<file path="config.mk">
export PLATFORM = sky130hd
export DESIGN_NAME = sclk_prescaler
export DESIGN_NICKNAME = d
export VERILOG_FILES = /design/src/rtl/psc_pkg.sv /design/src/rtl/psc_cfg.sv /design/src/rtl/psc_stage1.sv /design/src/rtl/psc_stage2.sv /design/src/rtl/sclk_prescaler.sv
export SDC_FILE = /design/constraint.sdc
export NUM_CORES = 1
export LEC_CHECK = 0
export BUFFER_PORTS_ARGS = -buffer_cell sky130_fd_sc_hd__buf_2
export CORE_ASPECT_RATIO = 0.5
export CORE_MARGIN = 2
export CORE_UTILIZATION = 25
export DETAILED_ROUTE_END_ITERATION = 10
export PLACE_DENSITY_LB_ADDON = 0.3
export SLEW_MARGIN = 0
export SYNTH_ARGS = -nofsm -noshare
export SYNTH_HDL_FRONTEND = slang
export SYNTH_HIERARCHICAL = 1
export SYNTH_SLANG_ARGS = --single-unit
</file>
<file path="constraint.sdc">
create_clock -name clk_i -period 3.75 [get_ports clk_i]
set_input_delay 0.375 -clock clk_i [delete_from_list [all_inputs] [get_ports clk_i]]
set_output_delay 0.375 -clock clk_i [all_outputs]
set_load 0.03 [all_outputs]
</file>
<file path="src/rtl/psc_pkg.sv">
package psc_pkg;
  localparam int CNT1_W = 4;
  localparam int CNT2_W = 3;

  function automatic logic [CNT1_W-1:0] n1_of(input logic [1:0] sel);
    case (sel)
      2'd0:    return CNT1_W'(2);
      2'd1:    return CNT1_W'(4);
      2'd2:    return CNT1_W'(7);
      default: return CNT1_W'(10);
    endcase
  endfunction

  // half of the second-stage ratio, counted in first-stage ticks
  function automatic logic [CNT2_W-1:0] half2_of(input logic [1:0] code);
    case (code)
      2'd0:    return CNT2_W'(1);
      2'd1:    return CNT2_W'(2);
      default: return CNT2_W'(4);
    endcase
  endfunction
endpackage

</file>
<file path="src/rtl/psc_cfg.sv">
module psc_cfg #(
  parameter int NUM_CS = 4,
  localparam int CS_W  = (NUM_CS > 1) ? $clog2(NUM_CS) : 1
) (
  input  logic                  clk_i,
  input  logic                  rst_ni,
  input  logic                  busy_i,
  input  logic [1:0]            div1_sel_i,
  input  logic [CS_W-1:0]       cs_sel_i,
  input  logic [2*NUM_CS-1:0]   cs_div_i,
  input  logic                  sclk_inv_i,
  output logic [1:0]            div1_q_o,
  output logic [1:0]            div2_q_o,
  output logic                  inv_q_o
);
  logic [1:0] cs_fld [NUM_CS];

  for (genvar k = 0; k < NUM_CS; k++) begin : g_fld
    assign cs_fld[k] = cs_div_i[2*k +: 2];
  end

  always_ff @(posedge clk_i or negedge rst_ni) begin
    if (!rst_ni) begin
      div1_q_o <= '0;
      div2_q_o <= '0;
      inv_q_o  <= 1'b0;
    end else if (!busy_i) begin
      div1_q_o <= div1_sel_i;
      div2_q_o <= cs_fld[cs_sel_i];
      inv_q_o  <= sclk_inv_i;
    end
  end

  assert_div1_hold_R9: assert property (@(posedge clk_i) disable iff (!rst_ni)
    busy_i |=> $stable(div1_q_o));
  assert_div2_hold_R9: assert property (@(posedge clk_i) disable iff (!rst_ni)
    busy_i |=> $stable(div2_q_o));
  assert_inv_hold_R9: assert property (@(posedge clk_i) disable iff (!rst_ni)
    busy_i |=> $stable(inv_q_o));
endmodule

</file>
<file path="src/rtl/psc_stage1.sv">
module psc_stage1
  import psc_pkg::*;
(
  input  logic              clk_i,
  input  logic              rst_ni,
  input  logic              act_i,
  input  logic [CNT1_W-1:0] ratio_i,
  output logic              tick_o
);
  logic [CNT1_W-1:0] cnt_q;
  logic              lvl;

  // high phase is the lower half (floor), so /7 is 3 high, 4 low
  assign lvl    = cnt_q < (ratio_i >> 1);
  assign tick_o = act_i && (cnt_q == ratio_i - CNT1_W'(1));

  always_ff @(posedge clk_i or negedge rst_ni) begin
    if (!rst_ni)           cnt_q <= '0;
    else if (!act_i || tick_o) cnt_q <= '0;
    else                   cnt_q <= cnt_q + CNT1_W'(1);
  end

  assert_tick_single_R2: assert property (@(posedge clk_i) disable iff (!rst_ni)
    tick_o |=> !tick_o);
  assert_tick_lvl_R2: assert property (@(posedge clk_i) disable iff (!rst_ni)
    tick_o |=> $rose(lvl));
endmodule

</file>
<file path="src/rtl/psc_stage2.sv">
module psc_stage2
  import psc_pkg::*;
(
  input  logic              clk_i,
  input  logic              rst_ni,
  input  logic              act_i,
  input  logic              tick_i,
  input  logic [CNT2_W-1:0] half_i,
  input  logic              inv_i,
  output logic              sclk_o,
  output logic              rise_o,
  output logic              fall_o
);
  logic [CNT2_W-1:0] cnt_q;
  logic              ph_q;
  logic              edge_now;

  assign edge_now = act_i && tick_i && (cnt_q == half_i - CNT2_W'(1));
  assign sclk_o   = ph_q ^ inv_i;

  always_ff @(posedge clk_i or negedge rst_ni) begin
    if (!rst_ni) begin
      cnt_q  <= '0;
      ph_q   <= 1'b0;
      rise_o <= 1'b0;
      fall_o <= 1'b0;
    end else if (!act_i) begin
      cnt_q  <= '0;
      ph_q   <= 1'b0;
      rise_o <= 1'b0;
      fall_o <= 1'b0;
    end else begin
      rise_o <= edge_now && !(~ph_q ^ ~inv_i);
      fall_o <= edge_now &&  (~ph_q ^ ~inv_i);
      if (edge_now) begin
        cnt_q <= '0;
        ph_q  <= ~ph_q;
      end else if (tick_i) begin
        cnt_q <= cnt_q + CNT2_W'(1);
      end
    end
  end

  assert_no_strobe_idle_R7: assert property (@(posedge clk_i) disable iff (!rst_ni)
    !act_i |=> !(rise_o || fall_o));
  assert_strobe_excl_R6: assert property (@(posedge clk_i) disable iff (!rst_ni)
    !(rise_o && fall_o));
endmodule

</file>
<file path="src/rtl/sclk_prescaler.sv">
module sclk_prescaler
  import psc_pkg::*;
#(
  parameter int NUM_CS = 4,
  localparam int CS_W  = (NUM_CS > 1) ? $clog2(NUM_CS) : 1
) (
  input  logic                clk_i,
  input  logic                rst_ni,
  input  logic                clk_en_i,
  input  logic [1:0]          div1_sel_i,
  input  logic [CS_W-1:0]     cs_sel_i,
  input  logic [2*NUM_CS-1:0] cs_div_i,
  input  logic                sclk_inv_i,
  input  logic                busy_i,
  output logic                sclk_o,
  output logic                rise_o,
  output logic                fall_o
);
  logic [1:0]        div1_q, div2_q;
  logic              inv_q;
  logic              act;
  logic              tick1;
  logic [CNT1_W-1:0] ratio1;
  logic [CNT2_W-1:0] half2;

  assign act    = busy_i && clk_en_i;
  assign ratio1 = n1_of(div1_q);
  assign half2  = half2_of(div2_q);

  psc_cfg #(.NUM_CS(NUM_CS)) u_cfg (
    .clk_i, .rst_ni, .busy_i, .div1_sel_i, .cs_sel_i, .cs_div_i, .sclk_inv_i,
    .div1_q_o(div1_q), .div2_q_o(div2_q), .inv_q_o(inv_q)
  );

  psc_stage1 u_st1 (
    .clk_i, .rst_ni, .act_i(act), .ratio_i(ratio1), .tick_o(tick1)
  );

  psc_stage2 u_st2 (
    .clk_i, .rst_ni, .act_i(act), .tick_i(tick1), .half_i(half2), .inv_i(inv_q),
    .sclk_o, .rise_o, .fall_o
  );

  assert_rise_level_R6: assert property (@(posedge clk_i) disable iff (!rst_ni)
    rise_o |-> sclk_o);
  assert_fall_level_R6: assert property (@(posedge clk_i) disable iff (!rst_ni)
    fall_o |-> !sclk_o);
  assert_idle_level_R7: assert property (@(posedge clk_i) disable iff (!rst_ni)
    !busy_i |=> (sclk_o == inv_q));
  assert_disabled_quiet_R8: assert property (@(posedge clk_i) disable iff (!rst_ni)
    !clk_en_i |=> !(rise_o || fall_o));
endmodule

</file>
==> impl_metrics.toml, run 1 <==
[timing]
hold_viol = 0
drv_slew = 0
period_minus_slack_ps = 2880
relSlewSlack_pct = 72.1
setup_tns_ps = 0
rsz0062_at_grt = "no"
setup_viol = 0
finalClockSkew_ps = 3.61
min_period_over_period_pct = 76.9
fmax_mhz = 347
tightest_slew_ps = 415

[global_route]
grt_pass1_vias = 640
grt_max_degree = 16
gr-total-overflow = 0
antenna_found_initial = 0
grt_pass1_wl_mm = 2.66
gr-usage-all-layers_pct = 8.02

[detailed_routing]
avgRoutedWirePerCell_um = 9.07
wirelength_mm = 1.42
dr_total_vias = 655
ant_nets = 0
route.detailed.drc = 0
via_per_inst = 4.17
drtIter0Drc = 21
drt_pre_antenna_iters = 2

[clock_network]
cts_tree = "built"
ctsHoldBuffers = 0
clkTransAtPathRegs_ps = 60
htree_levels = 1
clock_latency_ps = 240
numCtsBuffers = 3
cts_resized = 0
post_cts.repair.setup_buffers = 0
clock_path_buffers = 2
clock-sinks = 15
cts-root-buf = "clkbuf_8"

[power_and_ir_drop]
peakVddDrop_uv = 154
p_per_area_nw_per_um2 = 345
p_total_w = 0.000390
p_leak_nw = 0.591

[floorplanning]
std_cell_rows = 15
die_h_um = 47.4
initial_utilization_pct = 26.8
io_pins = 20
dieArea_um2 = 4300
core_um2 = 3510
fp.dieW_um = 90.8

[setup_path]
r2r_start = "u_cfg/div1_q_o[0]"
reg2reg_setup_slack_ps = 870
crit_buf_inv = 2
rr_worst_depth = 10
slowest_stage = "or4_1"
required_ps = 3890
worstPathArrival_ps = 3020
worstPathCellList = "inv_1, ha_1, inv_1, ha_1, xor3_1, nor3_4, and3_1, nand2_1, or4_1, a41o_1"
critPathKind = "flip-flop to flip-flop"
critPathCaptureType = "flip-flop"
path_delay_family = "simple AND/OR/NAND/NOR gates"
startpoint_type = "flip-flop"
crit_path_max_fanout = 6
r2r-end = "u_st2/cnt_q[1]"
slowest_delay_ps = 620

[outcome]
status = "finished, final reports clean"

[placed_design]
gp_congestion = 0.811
dp_hpwl_mm = 1.17
place_area_um2 = 1090
io_buffers = 19

[cells_and_area]
syn_to_final_growth_pct = 20.3
diodes = 0
final_common_cell = "buf_2"
drive_gt1_share_pct = 30.2
fin_nets = 131
final_cell_area_um2 = 1130
final_cell_mix = "buf_2 (19), dfrtp_1 (15), inv_1 (11)"

[synthesis]
synth.avg_cell_area_um2 = 10.9
syn_nets = 110
ys_seq_elements = 15
synth_cell_types = 29
synth_area_um2 = 941
synthTopCellsByArea = "dfrtp_1 (40%), ha_1 (9.3%), xnor2_1 (6.5%)"
synth_top_area_share_pct = 39.9
yosysTopAreaCell = "dfrtp_1"
ys_seq_area_share_pct = 39.9
synth_cells = 86
yosys_warnings = 6

[job]
maxCapViolCount = 0

[worst_hold_path]
hp-class = "input port to async pin"
==> power by group <==
part	switching (W)	total, W	internal, W
Clock	0.0000552	0.000129	0.0000734
Combinational	0.0000412	0.0000847	0.0000435
Sequential	0.00000737	0.000177	0.000170
==> flip-flops by register name, summed over array words and instances (netlist names) <==
name and cells:
u_st1/cnt_q 4, u_st2/cnt_q 3, u_cfg/div1_q_o 2, u_cfg/div2_q_o 2, u_cfg/inv_q_o 1, u_st2/fall_o 1, u_st2/ph_q 1, u_st2/rise_o 1
==> worst max path at each step <==
stage,startpoint,slack [ps],endpoint,cells after the start
6_report,u_cfg/div1_q_o[0],870,u_st2/cnt_q[1],10
3_3_place_gp,u_cfg/div1_q_o[0],930,u_st2/cnt_q[1],10
4_1_cts,u_cfg/div1_q_o[0],820,u_st2/cnt_q[1],10
5_1_grt,u_cfg/div1_q_o[0],630,u_st2/cnt_q[1],10
2_1_floorplan,u_cfg/div1_q_o[0],1050,u_st2/cnt_q[1],11
3_5_place_dp,u_cfg/div1_q_o[0],850,u_st2/cnt_q[1],10
==> cell usage after synthesis <==
library cell,instances
nand2b_1,1
mux2_2,3
or4_1,1
nand2_1,4
nor3_1,1
a22o_2,1
nand3_1,1
clkbuf_1,1
and3b_1,2
xnor2_1,7
and2b_4,1
nor2b_1,2
a41o_1,1
and3_2,1
dfrtp_1,15
a21oi_1,1
mux2i_1,3
clkbuf_2,2
and3_1,1
inv_1,11
nor2_1,3
xor3_1,2
xor2_1,3
a211oi_1,5
nor3_4,1
and2b_2,2
a221oi_1,2
ha_1,7
and2_1,1
==> worst register-to-register path: stages (launching register included) <==
cell     delay, ps
dfrtp_1        410
inv_1           70
ha_1           200
inv_1           60
ha_1           190
xor3_1         400
nor3_4         200
and3_1         280
nand2_1         60
or4_1          620
a41o_1         280
==> cells by family after synthesis <==
family          count (synthesis)  synth area share, %
xor+xnor                       12                 14.4
flops                          15                 39.9
buf+inv                        14                 5.85
fa+ha+maj                       7                 9.31
compound gates                 10                 8.51
mux                             6                 6.78
simple gates                   22                 15.3
==> layout make-up <==
class | count | area [um^2]
fill | 378 | 2380
multi-input combinational | 57 | 510
sequential | 15 | 375
timing repair buffer | 19 | 95.1
tap | 51 | 63.8
clock buffer | 3 | 41.3
inverter | 11 | 41.3
clock inverter | 1 | 5.00
==> through the flow <==
step           utilization [%]  hold WS [ps]  setup WS [ps]  std cells
5_1_grt                   32.3          45.9            630        157
3_3_place_gp              30.9           300            932        153
4_1_cts                   32.3          32.9            820        157
3_5_place_dp              30.9           298            846        153
2_1_floorplan                -          79.4           1050         86
6_report                  32.3          21.6            866        157
==> layer usage <==
layer  vias up  GRT usage (%)  routed length [um]
met2        12           14.6                 687
met3         2          0.963                  34
met4         0           5.54                  25
met1       309           9.53                 677
li1        332              -                   -
met5         -              0                   0
No activity file was read; power rests on OpenSTA's default activity.
==> inputs of run 2 (changes only) <==
==> constraint.sdc (replaced) <==
create_clock -name clk_i -period 3.01 [get_ports clk_i]
set_input_delay 0.301 -clock clk_i [delete_from_list [all_inputs] [get_ports clk_i]]
set_output_delay 0.301 -clock clk_i [all_outputs]
set_load 0.03 [all_outputs]
==> impl_metrics.toml, run 2 (synthesis gave the netlist of run 1 again) <==
[outcome]
status = "finished, final reports clean"

[setup_path]
crit_buf_inv = 2
rr_worst_depth = 10
r2r-end = "u_st2/cnt_q[1]"
path_delay_family = "simple AND/OR/NAND/NOR gates"
r2r_start = "u_cfg/div1_q_o[0]"
slowest_delay_ps = 620
reg2reg_setup_slack_ps = 210
critPathCaptureType = "flip-flop"
critPathKind = "flip-flop to flip-flop"
slowest_stage = "or4_1"
startpoint_type = "flip-flop"
worstPathArrival_ps = 2940
required_ps = 3150
crit_path_max_fanout = 6
worstPathCellList = "inv_1, ha_1, inv_1, ha_1, xor3_1, nor3_4, and3_1, nand2_1, or4_1, a41o_1"
cp.depth = 10

[job]
maxCapViolCount = 0

[timing]
setup_viol = 0
setup_tns_ps = 0
min_period_over_period_pct = 93.1
relSlewSlack_pct = 74.8
rsz0062_at_grt = "no"
period_minus_slack_ps = 2800
tightest_slew_ps = 375
drv_slew = 0
holdWs_ps = 288
fmax_mhz = 357
finalClockSkew_ps = 2.68
hold_viol = 0

[floorplanning]
dieArea_um2 = 4300
io_pins = 20
fp.dieW_um = 90.8
die_h_um = 47.4
std_cell_rows = 15
initial_utilization_pct = 26.8
core_um2 = 3510

[detailed_routing]
avgRoutedWirePerCell_um = 9.38
drt_pre_antenna_iters = 4
ant_nets = 0
via_per_inst = 4.04
drtIter0Drc = 12
dr_total_vias = 643
wirelength_mm = 1.49
route.detailed.drc = 0

[global_route]
gr-usage-all-layers_pct = 8.06
grt_pass1_wl_mm = 2.60
gr-total-overflow = 0
grt_max_degree = 16
grt_pass1_vias = 591
antenna_found_initial = 0

[worst_hold_path]
min_delay_path_depth = 2
hp-start = "div1_sel_i[1]"
min_to = "u_cfg/div1_q_o[1]"
hp-class = "input port to flip-flop"

[clock_network]
cts_tree = "built"
clkTransAtPathRegs_ps = 60
post_cts.repair.setup_buffers = 0
clock-sinks = 15
clock_path_buffers = 2
cts-root-buf = "clkbuf_8"
clock_latency_ps = 250
htree_levels = 1
numCtsBuffers = 3

[power_and_ir_drop]
p_seq_share_pct = 45.1
switching_share_pct = 26.7
peakVddDrop_uv = 194
p_clk_share_pct = 33.2
p_leak_nw = 0.600
internal_power_w = 0.000358
switching_power_w = 0.000131
comb_power_share_pct = 21.7
p_per_area_nw_per_um2 = 425

[cells_and_area]
drive_gt1_share_pct = 30.6
reg.largest.list = "u_st1/cnt_q (4), u_st2/cnt_q (3)"
regMostFlops = "u_st1/cnt_q"
diodes = 0
fin_nets = 133
syn_to_final_growth_pct = 22.2
nFillCells = 374
final_common_cell = "buf_2"
final_cell_mix = "buf_2 (19), dfrtp_1 (15), inv_1 (11)"
largest_reg_flops = 4

[placed_design]
io_buffers = 19
dp_hpwl_mm = 1.19
gp_congestion = 0.778
[run 2: changes by cell type in the layout (fill, tap and decap cells not counted), sizes merged]
cell         delta
dlygate4sd3     +1
buf             +1
[run 2: timing repair]
| action | CTS | global route |
|---|---|---|
| endpoints found under the hold margin | 15 | 0 |
| hold buffers | 1 | 0 |
| setup endpoints to repair | 0 | 0 |
| resized for setup | 0 | 0 |
[run 2: worst register-to-register path, cell delays in order, from the launching register on]
cell	delay [ps]
dfrtp_1	410
inv_1	70
ha_1	200
inv_1	60
ha_1	190
xor3_1	400
nor3_4	200
and3_1	210
nand2_1	50
or4_1	620
a41o_1	280
[run 2: power groups by stage]
stage / clock network, W / logic (W) / registers (W)
floorplan: 0 / 0.0000821 / 0.000222
global placement: 0 / 0.000107 / 0.000224
detailed placement: 0 / 0.000108 / 0.000225
CTS: 0.000168 / 0.000109 / 0.000221
global route: 0.000177 / 0.000121 / 0.000223
finish: 0.000162 / 0.000106 / 0.000221
[run 2: layout make-up]
class                   count  area (um^2)  share of cell area, %
clock buffers               3         41.3                   3.59
clock inverters             1         5.00                  0.435
inverters                  11         41.3                   3.59
multi-input cells          57          510                   44.4
flip-flops and latches     15          375                   32.6
well taps                  51         63.8                   5.55
repair buffers             21          113                   9.79
[run 2: routing by layer]
| layer | vias to the layer above | part of all wire [%] | global-route usage [%] |
|---|---|---|---|
| met5 | - | 0 | 0 |
| met4 | 0 | 0 | 4.62 |
| met3 | 0 | 4.2 | 2.41 |
| met2 | 16 | 48 | 14.0 |
| met1 | 295 | 48 | 9.43 |
| li1 | 332 | - | - |
[run 2: through the flow]
stage | instance area, um^2 | util (%) | cells | power [W] | setup WS [ps]
floorplan | 941 | - | 86 | 0.000304 | 313
global placement | 1090 | 31.2 | 154 | 0.000332 | 282
detailed placement | 1090 | 31.2 | 154 | 0.000332 | 200
CTS | 1150 | 32.8 | 159 | 0.000498 | 182
global route | 1150 | 32.8 | 159 | 0.000521 | 31.1
finish | 1150 | 32.8 | 159 | 0.000489 | 209
[run 2: how the worst max path moves through the flow]
stage	startpoint	end	slack (ps)
final	u_cfg/div1_q_o[0]	u_st2/cnt_q[1]	210
after global routing	u_cfg/div1_q_o[0]	u_st2/cnt_q[1]	30
after CTS	u_cfg/div1_q_o[0]	u_st2/cnt_q[1]	180
after detailed placement	u_cfg/div1_q_o[0]	u_st2/cnt_q[1]	200
after global placement	u_cfg/div1_q_o[0]	u_st2/cnt_q[1]	280
after floorplan	u_cfg/div1_q_o[0]	u_st2/cnt_q[1]	310
